<file path="config.mk">
export PLATFORM = sky130hd
export DESIGN_NAME = rob_core
export DESIGN_NICKNAME = d
export VERILOG_FILES = /design/src/rtl/rob_pkg.sv /design/src/rtl/rob_alu.sv /design/src/rtl/rob_ctrl.sv /design/src/rtl/rob_rename.sv /design/src/rtl/rob_entries.sv /design/src/rtl/rob_core.sv
export SDC_FILE = /design/constraint.sdc
export NUM_CORES = 1
export LEC_CHECK = 0
export BUFFER_PORTS_ARGS = -buffer_cell sky130_fd_sc_hd__buf_2
export CORE_MARGIN = 2
export CORE_UTILIZATION = 40
export CTS_CLUSTER_SIZE = 20
export DETAILED_ROUTE_END_ITERATION = 16
export SETUP_SLACK_MARGIN = 0.3
export SKIP_LAST_GASP = 1
export SYNTH_ARGS = -nofsm -noshare
export SYNTH_HDL_FRONTEND = slang
export SYNTH_HIERARCHICAL = 1
export SYNTH_SLANG_ARGS = --single-unit
</file>
<file path="constraint.sdc">
create_clock -name clk -period 8.8 [get_ports clk]
set_input_delay 1.76 -clock clk [delete_from_list [all_inputs] [get_ports clk]]
set_output_delay 1.76 -clock clk [all_outputs]
set_load 0.01 [all_outputs]
</file>
<file path="src/rtl/rob_pkg.sv">
package rob_pkg;
    typedef enum logic [1:0] {
        OP_ADD = 2'd0,
        OP_SUB = 2'd1,
        OP_AND = 2'd2,
        OP_ORX = 2'd3
    } op_e;

    typedef enum logic [1:0] {
        OCC_EMPTY   = 2'd0,
        OCC_PARTIAL = 2'd1,
        OCC_FULL    = 2'd2
    } occ_e;
endpackage

</file>
<file path="src/rtl/rob_alu.sv">
module rob_alu
    import rob_pkg::*;
#(
    parameter int DW = 8
) (
    input  op_e           op,
    input  logic [DW-1:0] opa,
    input  logic [DW-1:0] opb,
    output logic [DW-1:0] res,
    output logic          exc
);
    always_comb begin
        exc = 1'b0;
        res = '0;
        unique case (op)
            OP_ADD: res = opa + opb;
            OP_SUB: res = opa - opb;
            OP_AND: res = opa & opb;
            OP_ORX: begin
                res = opa | opb;
                exc = (res == '0);
            end
        endcase
    end
endmodule

</file>
<file path="src/rtl/rob_ctrl.sv">
module rob_ctrl
    import rob_pkg::*;
#(
    parameter  int DEPTH = 4,
    localparam int TAGW  = $clog2(DEPTH),
    localparam int CW    = $clog2(DEPTH + 1)
) (
    input  logic            clk,
    input  logic            rst_n,
    input  logic            disp_req,
    input  logic            retire_go,
    input  logic            flush_go,
    output logic [TAGW-1:0] head,
    output logic [TAGW-1:0] tail,
    output logic            disp_ready,
    output logic            disp_fire
);
    occ_e          state_q, state_d;
    logic [CW-1:0] count_q, count_d;

    function automatic logic [TAGW-1:0] wrap_inc(input logic [TAGW-1:0] p);
        return (p == TAGW'(DEPTH - 1)) ? '0 : p + 1'b1;
    endfunction

    assign disp_ready = (state_q != OCC_FULL) && !flush_go;
    assign disp_fire  = disp_req && disp_ready;

    always_comb begin
        count_d = count_q;
        if (flush_go) begin
            count_d = '0;
        end else begin
            if (disp_fire) count_d = count_d + 1'b1;
            if (retire_go) count_d = count_d - 1'b1;
        end
    end

    // DISPATCH, FILL, RETIRE, DRAIN and FLUSH transitions
    always_comb begin
        state_d = state_q;
        unique case (state_q)
            OCC_EMPTY: begin
                if (disp_fire)
                    state_d = (count_d == CW'(DEPTH)) ? OCC_FULL : OCC_PARTIAL;
            end
            OCC_PARTIAL: begin
                if (flush_go || count_d == '0)  state_d = OCC_EMPTY;
                else if (count_d == CW'(DEPTH)) state_d = OCC_FULL;
            end
            OCC_FULL: begin
                if (flush_go || count_d == '0)  state_d = OCC_EMPTY;
                else if (count_d != CW'(DEPTH)) state_d = OCC_PARTIAL;
            end
            default: state_d = OCC_EMPTY;
        endcase
    end

    always_ff @(posedge clk) begin
        if (!rst_n) begin
            state_q <= OCC_EMPTY;
            count_q <= '0;
        end else begin
            state_q <= state_d;
            count_q <= count_d;
        end
    end

    always_ff @(posedge clk) begin
        if (!rst_n || flush_go) begin
            head <= '0;
            tail <= '0;
        end else begin
            if (disp_fire) tail <= wrap_inc(tail);
            if (retire_go) head <= wrap_inc(head);
        end
    end

    a_r2_no_overflow: assert property (@(posedge clk) disable iff (!rst_n)
        count_q <= CW'(DEPTH)) else $error("occupancy above depth");
    a_r2_full_stall: assert property (@(posedge clk) disable iff (!rst_n)
        (state_q == OCC_FULL) |-> !disp_fire) else $error("dispatch while full");
    a_r11_empty_match: assert property (@(posedge clk) disable iff (!rst_n)
        (state_q == OCC_EMPTY) == (count_q == '0)) else $error("empty state mismatch");
    a_r11_full_match: assert property (@(posedge clk) disable iff (!rst_n)
        (state_q == OCC_FULL) == (count_q == CW'(DEPTH))) else $error("full state mismatch");
    a_r10_flush_empties: assert property (@(posedge clk) disable iff (!rst_n)
        flush_go |=> (count_q == '0 && head == '0 && tail == '0)) else $error("flush left entries");
    a_r8_no_retire_empty: assert property (@(posedge clk) disable iff (!rst_n)
        retire_go |-> (state_q != OCC_EMPTY)) else $error("retire from empty queue");
endmodule

</file>
<file path="src/rtl/rob_rename.sv">
module rob_rename #(
    parameter  int NREG  = 8,
    parameter  int DW    = 8,
    parameter  int DEPTH = 4,
    localparam int REGW  = $clog2(NREG),
    localparam int TAGW  = $clog2(DEPTH)
) (
    input  logic            clk,
    input  logic            rst_n,
    input  logic [REGW-1:0] rd_a,
    input  logic [REGW-1:0] rd_b,
    output logic            pend_a,
    output logic            pend_b,
    output logic [TAGW-1:0] tag_a,
    output logic [TAGW-1:0] tag_b,
    output logic [DW-1:0]   val_a,
    output logic [DW-1:0]   val_b,
    input  logic            wr_en,
    input  logic [REGW-1:0] wr_dst,
    input  logic [TAGW-1:0] wr_tag,
    input  logic            ret_en,
    input  logic [REGW-1:0] ret_dst,
    input  logic [TAGW-1:0] ret_tag,
    input  logic [DW-1:0]   ret_val,
    input  logic            flush
);
    logic            pend_q [NREG];
    logic [TAGW-1:0] tag_q  [NREG];
    logic [DW-1:0]   val_q  [NREG];

    assign pend_a = pend_q[rd_a];
    assign pend_b = pend_q[rd_b];
    assign tag_a  = tag_q[rd_a];
    assign tag_b  = tag_q[rd_b];
    assign val_a  = val_q[rd_a];
    assign val_b  = val_q[rd_b];

    always_ff @(posedge clk) begin
        for (int r = 0; r < NREG; r++) begin
            if (!rst_n) begin
                pend_q[r] <= 1'b0;
                tag_q[r]  <= '0;
                val_q[r]  <= DW'(r);
            end else begin
                if (flush) begin
                    pend_q[r] <= 1'b0;
                end else begin
                    if (ret_en && ret_dst == REGW'(r) && pend_q[r] && tag_q[r] == ret_tag)
                        pend_q[r] <= 1'b0;
                    if (wr_en && wr_dst == REGW'(r)) begin
                        pend_q[r] <= 1'b1;
                        tag_q[r]  <= wr_tag;
                    end
                end
                if (ret_en && ret_dst == REGW'(r))
                    val_q[r] <= ret_val;
            end
        end
    end

    a_r9_dst_pending: assert property (@(posedge clk) disable iff (!rst_n)
        ret_en |-> pend_q[ret_dst]) else $error("retiring register not marked pending");
endmodule

</file>
<file path="src/rtl/rob_entries.sv">
module rob_entries
    import rob_pkg::*;
#(
    parameter  int DEPTH = 4,
    parameter  int NREG  = 8,
    parameter  int DW    = 8,
    localparam int TAGW  = $clog2(DEPTH),
    localparam int REGW  = $clog2(NREG)
) (
    input  logic            clk,
    input  logic            rst_n,
    input  logic            disp_en,
    input  logic [TAGW-1:0] disp_tag,
    input  op_e             disp_op,
    input  logic [REGW-1:0] disp_dst,
    input  logic            pend_a,
    input  logic [TAGW-1:0] tag_a,
    input  logic [DW-1:0]   val_a,
    input  logic            pend_b,
    input  logic [TAGW-1:0] tag_b,
    input  logic [DW-1:0]   val_b,
    input  logic [TAGW-1:0] head,
    input  logic            ex_grant,
    input  logic            flush,
    input  logic            ret_en,
    output logic            bus_valid,
    output logic [TAGW-1:0] bus_tag,
    output logic [DW-1:0]   bus_val,
    output logic            head_done,
    output logic            head_exc,
    output logic [REGW-1:0] head_dst,
    output logic [DW-1:0]   head_val
);
    typedef struct packed {
        logic            valid;
        logic            done;
        logic            exc;
        op_e             op;
        logic [REGW-1:0] dst;
        logic            ra;
        logic            rb;
        logic [TAGW-1:0] ta;
        logic [TAGW-1:0] tb;
        logic [DW-1:0]   va;
        logic [DW-1:0]   vb;
        logic [DW-1:0]   res;
    } ent_t;

    ent_t            ent_q [DEPTH];
    logic            sel_found;
    logic [TAGW-1:0] sel_idx;
    logic [DW-1:0]   alu_res;
    logic            alu_exc;
    logic            cap_ra, cap_rb;
    logic [DW-1:0]   cap_va, cap_vb;

    // oldest-first pick, scanning from the head
    always_comb begin
        logic [TAGW-1:0] idx;
        sel_found = 1'b0;
        sel_idx   = '0;
        for (int i = 0; i < DEPTH; i++) begin
            idx = TAGW'((int'(head) + i) % DEPTH);
            if (!sel_found && ent_q[idx].valid && ent_q[idx].ra &&
                ent_q[idx].rb && !ent_q[idx].done) begin
                sel_found = 1'b1;
                sel_idx   = idx;
            end
        end
    end

    rob_alu #(.DW(DW)) u_alu (
        .op  (ent_q[sel_idx].op),
        .opa (ent_q[sel_idx].va),
        .opb (ent_q[sel_idx].vb),
        .res (alu_res),
        .exc (alu_exc)
    );

    assign bus_valid = sel_found && ex_grant && !flush;
    assign bus_tag   = sel_idx;
    assign bus_val   = alu_res;

    // operand capture at dispatch: committed value, bus bypass, finished producer
    always_comb begin
        cap_ra = 1'b1;
        cap_va = val_a;
        if (pend_a) begin
            if (bus_valid && bus_tag == tag_a)                       cap_va = bus_val;
            else if (ent_q[tag_a].valid && ent_q[tag_a].done)        cap_va = ent_q[tag_a].res;
            else begin
                cap_ra = 1'b0;
                cap_va = '0;
            end
        end
        cap_rb = 1'b1;
        cap_vb = val_b;
        if (pend_b) begin
            if (bus_valid && bus_tag == tag_b)                       cap_vb = bus_val;
            else if (ent_q[tag_b].valid && ent_q[tag_b].done)        cap_vb = ent_q[tag_b].res;
            else begin
                cap_rb = 1'b0;
                cap_vb = '0;
            end
        end
    end

    always_ff @(posedge clk) begin
        if (!rst_n) begin
            for (int i = 0; i < DEPTH; i++) ent_q[i] <= '0;
        end else if (flush) begin
            for (int i = 0; i < DEPTH; i++) ent_q[i].valid <= 1'b0;
        end else begin
            for (int i = 0; i < DEPTH; i++) begin
                if (bus_valid && ent_q[i].valid && !ent_q[i].ra && ent_q[i].ta == bus_tag) begin
                    ent_q[i].ra <= 1'b1;
                    ent_q[i].va <= bus_val;
                end
                if (bus_valid && ent_q[i].valid && !ent_q[i].rb && ent_q[i].tb == bus_tag) begin
                    ent_q[i].rb <= 1'b1;
                    ent_q[i].vb <= bus_val;
                end
                if (bus_valid && sel_idx == TAGW'(i)) begin
                    ent_q[i].done <= 1'b1;
                    ent_q[i].res  <= alu_res;
                    ent_q[i].exc  <= alu_exc;
                end
                if (ret_en && head == TAGW'(i))
                    ent_q[i].valid <= 1'b0;
            end
            if (disp_en)
                ent_q[disp_tag] <= '{valid: 1'b1, done: 1'b0, exc: 1'b0, op: disp_op,
                                     dst: disp_dst, ra: cap_ra, rb: cap_rb, ta: tag_a,
                                     tb: tag_b, va: cap_va, vb: cap_vb, res: '0};
        end
    end

    assign head_done = ent_q[head].valid && ent_q[head].done;
    assign head_exc  = ent_q[head].exc;
    assign head_dst  = ent_q[head].dst;
    assign head_val  = ent_q[head].res;

    a_r4_done_had_operands: assert property (@(posedge clk) disable iff (!rst_n)
        head_done |-> (ent_q[head].ra && ent_q[head].rb)) else $error("finished without operands");
    a_r6_grant_gate: assert property (@(posedge clk) disable iff (!rst_n)
        !ex_grant |-> !bus_valid) else $error("issue without grant");
    a_r6_issue_once: assert property (@(posedge clk) disable iff (!rst_n)
        bus_valid |=> ent_q[$past(bus_tag)].done || $past(flush)) else $error("issued slot not marked done");
endmodule

</file>
<file path="src/rtl/rob_core.sv">
module rob_core
    import rob_pkg::*;
#(
    parameter  int DEPTH = 4,
    parameter  int NREG  = 8,
    parameter  int DW    = 8,
    localparam int TAGW  = $clog2(DEPTH),
    localparam int REGW  = $clog2(NREG)
) (
    input  logic            clk,
    input  logic            rst_n,
    input  logic            disp_valid,
    input  logic [1:0]      disp_op,
    input  logic [REGW-1:0] disp_dst,
    input  logic [REGW-1:0] disp_src_a,
    input  logic [REGW-1:0] disp_src_b,
    input  logic            ex_grant,
    output logic            disp_ready,
    output logic [TAGW-1:0] disp_tag,
    output logic            bus_valid,
    output logic [TAGW-1:0] bus_tag,
    output logic [DW-1:0]   bus_value,
    output logic            cm_valid,
    output logic [TAGW-1:0] cm_tag,
    output logic [REGW-1:0] cm_dst,
    output logic [DW-1:0]   cm_value,
    output logic            flush_o
);
    logic [TAGW-1:0] head, tail;
    logic            disp_fire, head_done, head_exc;
    logic            retire_go, flush_go;
    logic [REGW-1:0] head_dst;
    logic [DW-1:0]   head_val;
    logic            pend_a, pend_b;
    logic [TAGW-1:0] tag_a, tag_b;
    logic [DW-1:0]   val_a, val_b;

    assign retire_go = head_done && !head_exc;
    assign flush_go  = head_done && head_exc;

    rob_ctrl #(.DEPTH(DEPTH)) u_ctrl (
        .clk(clk), .rst_n(rst_n), .disp_req(disp_valid), .retire_go(retire_go),
        .flush_go(flush_go), .head(head), .tail(tail), .disp_ready(disp_ready),
        .disp_fire(disp_fire)
    );

    rob_rename #(.NREG(NREG), .DW(DW), .DEPTH(DEPTH)) u_rename (
        .clk(clk), .rst_n(rst_n), .rd_a(disp_src_a), .rd_b(disp_src_b),
        .pend_a(pend_a), .pend_b(pend_b), .tag_a(tag_a), .tag_b(tag_b),
        .val_a(val_a), .val_b(val_b), .wr_en(disp_fire), .wr_dst(disp_dst),
        .wr_tag(tail), .ret_en(retire_go), .ret_dst(head_dst), .ret_tag(head),
        .ret_val(head_val), .flush(flush_go)
    );

    rob_entries #(.DEPTH(DEPTH), .NREG(NREG), .DW(DW)) u_entries (
        .clk(clk), .rst_n(rst_n), .disp_en(disp_fire), .disp_tag(tail),
        .disp_op(op_e'(disp_op)), .disp_dst(disp_dst),
        .pend_a(pend_a), .tag_a(tag_a), .val_a(val_a),
        .pend_b(pend_b), .tag_b(tag_b), .val_b(val_b),
        .head(head), .ex_grant(ex_grant), .flush(flush_go), .ret_en(retire_go),
        .bus_valid(bus_valid), .bus_tag(bus_tag), .bus_val(bus_value),
        .head_done(head_done), .head_exc(head_exc), .head_dst(head_dst),
        .head_val(head_val)
    );

    assign disp_tag = tail;
    assign cm_valid = retire_go;
    assign cm_tag   = head;
    assign cm_dst   = head_dst;
    assign cm_value = head_val;
    assign flush_o  = flush_go;
endmodule

</file>
==> reports/metrics.yaml, run 1 <==
cp_max_fo: 43
drcViolationCount: 0
holdWs_ps: 462
skew_ps: 12.7
grt_usage_pct: 22.2
num_antenna_cells: 0
cp_slowest_stage_delay_ps: 610
core_area_um2: 36700
cts.reportedPaths.clkPinSlew_ps: 60
cpMostUsedCell: "nand2_1"
critical_path_class: "reg -> out"
async_flop_share_pct: 0
die_y_um: 197
synth_area_leaders: "edfxtp_1 38%, dfxtp_1 7.8%, mux4_1 7.7%"
synthFlopType: "edfxtp_1"
first_global_vias: 10900
cts_setup_buffers: 0
fin_crit_sh_pct: 89.2
syn_area_um2: 14900
hold_buffers: 0
vias: 11200
start_util_pct: 40.7
vias_per_cell: 6.13
clock.fmax_ghz: 0.127
dieArea_um2: 38900
io_buffers: 43
rsz0062_at_grt: "no"
yosysMostFrequentCell: "nand2_1"
tightest_slew_ps: 1150
critical_path.cell_chain: "mux4_2, nor2b_2, nand2_1, a2bb2oi_1, o21ai_4, inv_2, nand2_1, and3_1, a31oi_1, inv_1, ha_1, mux2i_1, ha_1, nor2b_1, o2111ai_2, nand3_2, nand2_1, xor3_1, a211o_1, buf_2"
cts_made_buffers: 28
endpoint_kind: "primary output"
yosysSeqAreaShare_pct: 46.2
yosys_warnings: 6
status: "finished, final reports clean"
drive_gt1_share_pct: 16.8
synth_fp_nets: 1359
synth_edf_count: 191
pre_cts_ws_ps: 1600
syn_area_per_cell_um2: 11.3
grt_max_degree: 55
grt_pass1_wl_um: 66500
fin_ws_ps: 951
hold_viol_final: 0
num_rows: 70
power_switching_mw: 0.919
drv_cap: 0
p_sw_share_pct: 28.5
htreeDepth: 1
fillCellCount: 3380
synth.top_cell.area_share_pct: 38.4
nets: 1372
clock_sinks: 249
overflow: 0
final_area_um2: 16600
syn-instance-count: 1325
cts-root-buf: "clkbuf_16"
hpwlAfterDp_um: 29100
wl_per_cell_um: 23.7
power.internal_mw: 2.31
placed_area_um2: 15600
maxSlewViolCount: 0
antenna_found_initial: 0
power.density_nw_per_um2: 194
yosysUniqueCellTypes: 89
drtAntennaViolNets: 0
yosys.area.top_type: "edfxtp_1"
clock_path_buffers: 3
cp-start-kind: "flop"
finalWeightedCongestion: 0.917
cp_data_arrival_time_ps: 6090
cts_tree: "built"
drt_iter0_markers: 1189
seq_power_share_pct: 41.7
power.ir.vdd_worst_v: 0.000133
fin_crit_ps: 7850
crit_slowest_cell: "inv_2"
tns_ps: 0
finalSetupViolCount: 0
clockPowerShare_pct: 39.5
insertion_delay_ps: 550
critPathRequiredTime_ps: 7040
die_w_um: 197
p_comb_share_pct: 18.9
drtPass1Iterations: 7
maxSlewHeadroom_pct: 23.4
postRouteWirelength_um: 43400
hold_class: "reg -> reg"
syn2layout_area_growth_pct: 11.1
cts_resized: 0
io_pins: 44
yosys_register_bits: 249
power_leakage_nw: 6.15
synth_common_cells: "200 x nand2_1, 191 x edfxtp_1, 103 x and2_1, 72 x nor2_1"
-- cells in the final DEF, fill, tap and decap left out, drive strengths merged, types with 7 or more instances in the layout --
master	Yosys	routed
nand2	201	201
edfxtp	191	191
and2	105	105
nor2	75	75
mux4	75	75
buf	33	75
dfxtp	58	58
o21ai	47	47
xnor2	44	44
nand3	43	43
a21oi	38	38
clkbuf	59	34
o2bb2ai	32	32
and3	30	30
mux2	23	23
a31oi	22	22
mux2i	19	19
ha	18	18
o22ai	17	17
inv	17	17
nand2b	14	14
or3	13	13
nor3	12	12
a22o	11	11
a31o	10	10
o31ai	10	10
nor2b	10	10
clkinv	1	9
a221oi	7	7
nor4	7	7
-- area by class of cell --
cell class	instances	area (um2)	area share (%)
Multi-Input combinational cell	966	7580	45.7
Sequential cell	249	6900	41.6
Inverter	18	67.6	0.407
Timing Repair Buffer	75	455	2.74
Clock inverter	18	254	1.53
Clock buffer	34	754	4.55
Tap cell	468	586	3.53
-- power groups by stage --
stage / sequential (mW) / combinational, mW / clock [mW]
after global routing: 1.35 / 0.650 / 1.33
after floorplan: 1.36 / 0.388 / 0
after detailed placement: 1.37 / 0.599 / 0
after global placement: 1.37 / 0.595 / 0
after CTS: 1.34 / 0.601 / 1.29
final: 1.34 / 0.608 / 1.27
-- metal layers --
layer	up-vias	part of all wire, %	global-route usage (%)
met5	-	0	0
met4	0	2.0	5.04
met3	78	7.3	2.66
met2	480	47	36.0
met1	5612	44	32.1
li1	5030	-	-
-- final timing paths --
path | from | end | slack, ps | cells after the start
worst max-delay path | u_ctrl/head[0]$_SDFFE_PP0P_ | bus_value[7] | 950 | 20
worst min-delay path | u_entries/ent_q[0][35]$_SDFFE_PP0P_ | u_entries/ent_q[0][35]$_SDFFE_PP0P_ | 460 | 2
worst max register to register | u_ctrl/head[0]$_SDFFE_PP0P_ | u_entries/ent_q[1][23]$_DFFE_PP_ | 1740 | 22
worst min register to register | u_entries/ent_q[0][35]$_SDFFE_PP0P_ | u_entries/ent_q[0][35]$_SDFFE_PP0P_ | 460 | 2
-- flip-flops by register name, summed over array words and instances, names as in the netlist --
register,count
u_entries/ent_q,152
u_rename/tag_q,16
u_ctrl/state_q,2
u_ctrl/head,2
u_rename/val_q,64
u_ctrl/count_q,3
u_rename/pend_q,8
u_ctrl/tail,2
-- through the flow --
stage          utilization [%]  cells  total power, mW
3_5_place_dp              42.5   1776             1.97
2_1_floorplan                -   1325             1.75
5_1_grt                   45.2   1828             3.33
4_1_cts                   45.2   1828             3.23
6_report                  45.2   1828             3.23
3_3_place_gp              42.5   1776             1.96
-- cell families after synthesis --
kind of cell | Yosys count | synth area share (%)
compound gates | 230 | 10.8
buf+inv | 110 | 3.27
xor+xnor | 52 | 3.32
fa+ha+maj | 24 | 1.98
mux | 117 | 15.4
flops | 249 | 46.2
simple gates | 543 | 19.1
-- critical path, delay by kind of cell, from the launching register on --
kind	cells	cell delay, ps
buffers and inverters	3	890
muxes	2	830
and+or+nand+nor	7	1020
DFF	1	520
adders and majority gates	2	610
AOI/OAI and AO/OA	5	1350
xor gates and xnor gates	1	310
Note: power is estimated with default switching activity, not from simulation.
==> run 2, diff against run 1 <==
--- a/config.mk
+++ b/config.mk
@@ -5,7 +5,9 @@
 export SDC_FILE = /design/constraint.sdc
 export NUM_CORES = 1
 export LEC_CHECK = 0
+export ABC_AREA = 1
 export BUFFER_PORTS_ARGS = -buffer_cell sky130_fd_sc_hd__buf_2
+export CORE_ASPECT_RATIO = 0.9
 export CORE_MARGIN = 2
 export CORE_UTILIZATION = 40
 export CTS_CLUSTER_SIZE = 20
==> run 2 against run 1 <==
Against the previous run:
- non-clock buffer count decreased by 18
- highest routed layer unchanged
- synthesized cell count increased by 66%
- largest cell class unchanged
- combinational power is 3.8% higher
- critical path type unchanged
- routed wire length up 20%
- fmax is 0.91% higher
- final area increased by 3.9%
==> reports/metrics.yaml, run 2 <==
status: "finished, final reports clean"
regMostFlops: "u_entries/ent_q"
crit_slowest_cell: "nand4_1"
finalWeightedCongestion: 0.907  # -1.1%
sequential_cell_area_um2: 6900  # about the same
cts_setup_buffers: 0  # unchanged
maxSlewViolCount: 0  # unchanged
clockPowerShare_pct: 38.6  # -0.9 points
power.ir.vdd_worst_v: 0.000152  # +15%
power_leakage_nw: 7.85  # +28%
fillCellCount: 3907  # +16%
synth_area_leaders: "edfxtp_1 36%, nand2_1 19%, dfxtp_1 7.4%"
cp_slowest_stage_delay_ps: 550  # -60 ps
drv_cap: 0  # unchanged
synthFlopType: "edfxtp_1"
overflow: 0  # unchanged
yosys_warnings: 6  # unchanged
die_w_um: 213  # +8.0%
critical_path_class: "reg -> out"
clock_sinks: 249  # unchanged
num_antenna_cells: 0  # unchanged
layoutNonFillerInstCount: 2744  # +50%
p_sw_share_pct: 30.8  # +2.3 points
p_comb_share_pct: 19.5  # +0.6 points
yosysSeqAreaShare_pct: 43.8  # -2.3 points
total_power_mw: 3.24  # +0.31%
hpwlAfterDp_um: 36000  # +24%
num_rows: 68  # -2.9%
fin_crit_ps: 7780  # -70.6 ps
syn-instance-count: 2201  # +66%
skew_ps: 38.6  # +25.9 ps
syn_area_per_cell_um2: 7.15  # -37%
cp_max_fo: 35  # -19%
start_util_pct: 40.8  # +0.11 points
die_y_um: 192  # -2.6%
dp.cells: 2691  # +52%
cpMostUsedCell: "nand2_1"
cts_made_buffers: 29  # +3.6%
yosys.area.top_type: "edfxtp_1"
vias: 14800  # +33%
grt_usage_pct: 25.6  # +3.3 points
synth_edf_count: 191  # unchanged
pre_cts_ws_ps: 1700  # +96.3 ps
insertion_delay_ps: 590  # +40 ps
finalSetupViolCount: 0  # unchanged
synth_fp_nets: 2235  # +64%
hold_buffers: 0  # unchanged
reg2reg_from: "u_ctrl/head[0]$_SDFFE_PP0P_"
met2_length_um: 22800  # +13%
power_switching_mw: 0.997  # +8.4%
tightest_slew_ps: 1260  # +110 ps
grt_pass1_wl_um: 80500  # +21%
vias_per_cell: 5.41  # -12%
syn2layout_area_growth_pct: 9.63
rsz0062_at_grt: "no"
final_cell_mix: "817 x nand2_1, 239 x inv_1, 228 x nor2_1"
hold_start: "u_ctrl/state_q[0]$_SDFFE_PN0P_"
htreeDepth: 1  # unchanged
io_buffers: 43  # unchanged
multi_input_area_um2: 7400  # -2.3%
grt_max_degree: 55  # unchanged
async_flop_share_pct: 0  # unchanged
nets: 2231  # +63%
io_pins: 44  # unchanged
fin_ws_ps: 1020  # +70.6 ps
tns_ps: 0  # unchanged
seq_power_share_pct: 41.9  # +0.2 points
clock.fmax_ghz: 0.129  # +0.91%
dieArea_um2: 40900  # +5.2%
startpoint: "u_ctrl/head[0]$_SDFFE_PP0P_"
antenna_found_initial: 0  # unchanged
syn_area_um2: 15700  # +5.3%
power.internal_mw: 2.24  # -2.9%
critPathRequiredTime_ps: 7040  # about the same
hold_viol_final: 0  # unchanged
fin_crit_sh_pct: 88.4  # -0.80 points
top_regs: "u_entries/ent_q x152, u_rename/val_q x64, u_rename/tag_q x16"
yosysMostFrequentCell: "nand2_1"
synth.top_cell.area_share_pct: 36.5  # -1.9 points
core_area_um2: 38500  # +5.0%
hold_class: "reg -> reg"
cts-root-buf: "clkbuf_16"
power.density_nw_per_um2: 188  # -3.5%
drt-met1-wl_um: 22900  # +20%
cts.reportedPaths.clkPinSlew_ps: 60  # about the same
synth_common_cells: "817 x nand2_1, 239 x inv_1, 228 x nor2_1, 191 x edfxtp_1, 162 x nand3_1"
top_layer: "met4"
cp_data_arrival_time_ps: 6020  # -70 ps
largest_reg_flops: 152  # unchanged
drtAntennaViolNets: 0  # unchanged
yosys_register_bits: 249  # unchanged
drive_gt1_share_pct: 8.92  # -7.9 points
mostFrequentLayoutCell: "nand2_1"
wl_per_cell_um: 18.9  # -20%
postRouteWirelength_um: 51900  # +20%
endpoint_kind: "primary output"
cts_tree: "built"
drcViolationCount: 0  # unchanged
wl_met3_um: 4020  # +27%
cts_resized: 0  # unchanged
cp-start-kind: "flop"
maxSlewHeadroom_pct: 15.1  # -8.2 points
drt_iter0_markers: 1457  # +23%
first_global_vias: 14000  # +28%
yosysUniqueCellTypes: 52  # -42%
drtPass1Iterations: 6  # -1
clock_path_buffers: 3  # unchanged
## run 2: cell count changes after synthesis, moves of 59 or more
cell / delta
nand2_1: +617
inv_1: +224
nor2_1: +156
nand3_1: +120
and2_1: -100
a21oi_1: +59
## run 2: kinds of logic (layout without fill, tap and decap cells)
family | Yosys count | in the layout | share of synthesized area, %
xor gates and xnor gates | 17 | 17 | 0.994
adders and majority gates | 19 | 19 | 1.56
DFF | 249 | 249 | 43.8
and+or+nand+nor | 1312 | 1312 | 35.1
buffers and inverters | 352 | 370 | 9.18
AOI/OAI and AO/OA | 252 | 252 | 9.31
## run 2: per-stage QoR
| step | area [um2] | utilization [%] | hold slack, ps |
|---|---|---|---|
| 2_1_floorplan | 15700 | - | 437 |
| 3_3_place_gp | 16300 | 42.2 | 454 |
| 3_5_place_dp | 16300 | 42.2 | 455 |
| 4_1_cts | 17200 | 44.7 | 466 |
| 5_1_grt | 17200 | 44.7 | 504 |
| 6_report | 17200 | 44.7 | 466 |
## run 2: layer usage
layer,vias up,global-route usage (%)
li1,7096,-
met1,6972,36.1
met2,652,39.6
met3,125,3.24
met4,0,10.6
met5,-,0
## run 2: worst max-delay path: cells and delay by family, from the launching register on
kind | cells | cell delay [ps]
AO/OA/AOI/OAI | 3 | 290
adder cells (fa/ha/maj) | 2 | 840
buffers and inverters | 4 | 1430
flip-flops | 1 | 320
AND/OR/NAND/NOR | 16 | 2510
## run 2: final timing paths
path / end / slack, ps / cells past startpoint
max: bus_value[6] / 1020 / 25
min: u_ctrl/state_q[1]$_SDFFE_PN0P_ / 470 / 1
max reg2reg: u_entries/ent_q[1][22]$_DFFE_PP_ / 2510 / 30
min reg2reg: u_ctrl/state_q[1]$_SDFFE_PN0P_ / 470 / 1
## run 2: cell type report
class / count / area share, %
clock inverter: 12 / 0.950
inverter: 260 / 5.75
timing repair buffer: 57 / 1.86
tap: 525 / 3.81
clock buffer: 41 / 4.70
sequential: 249 / 40.0
multi-input combinational: 1600 / 42.9
## run 2: power by group through the flow
stage          sequential, mW  clock [mW]  combinational [mW]
2_1_floorplan            1.36           0               0.412
3_3_place_gp             1.38           0               0.613
3_5_place_dp             1.38           0               0.618
4_1_cts                  1.35        1.27               0.621
5_1_grt                  1.36        1.31               0.688
6_report                 1.36        1.25               0.631
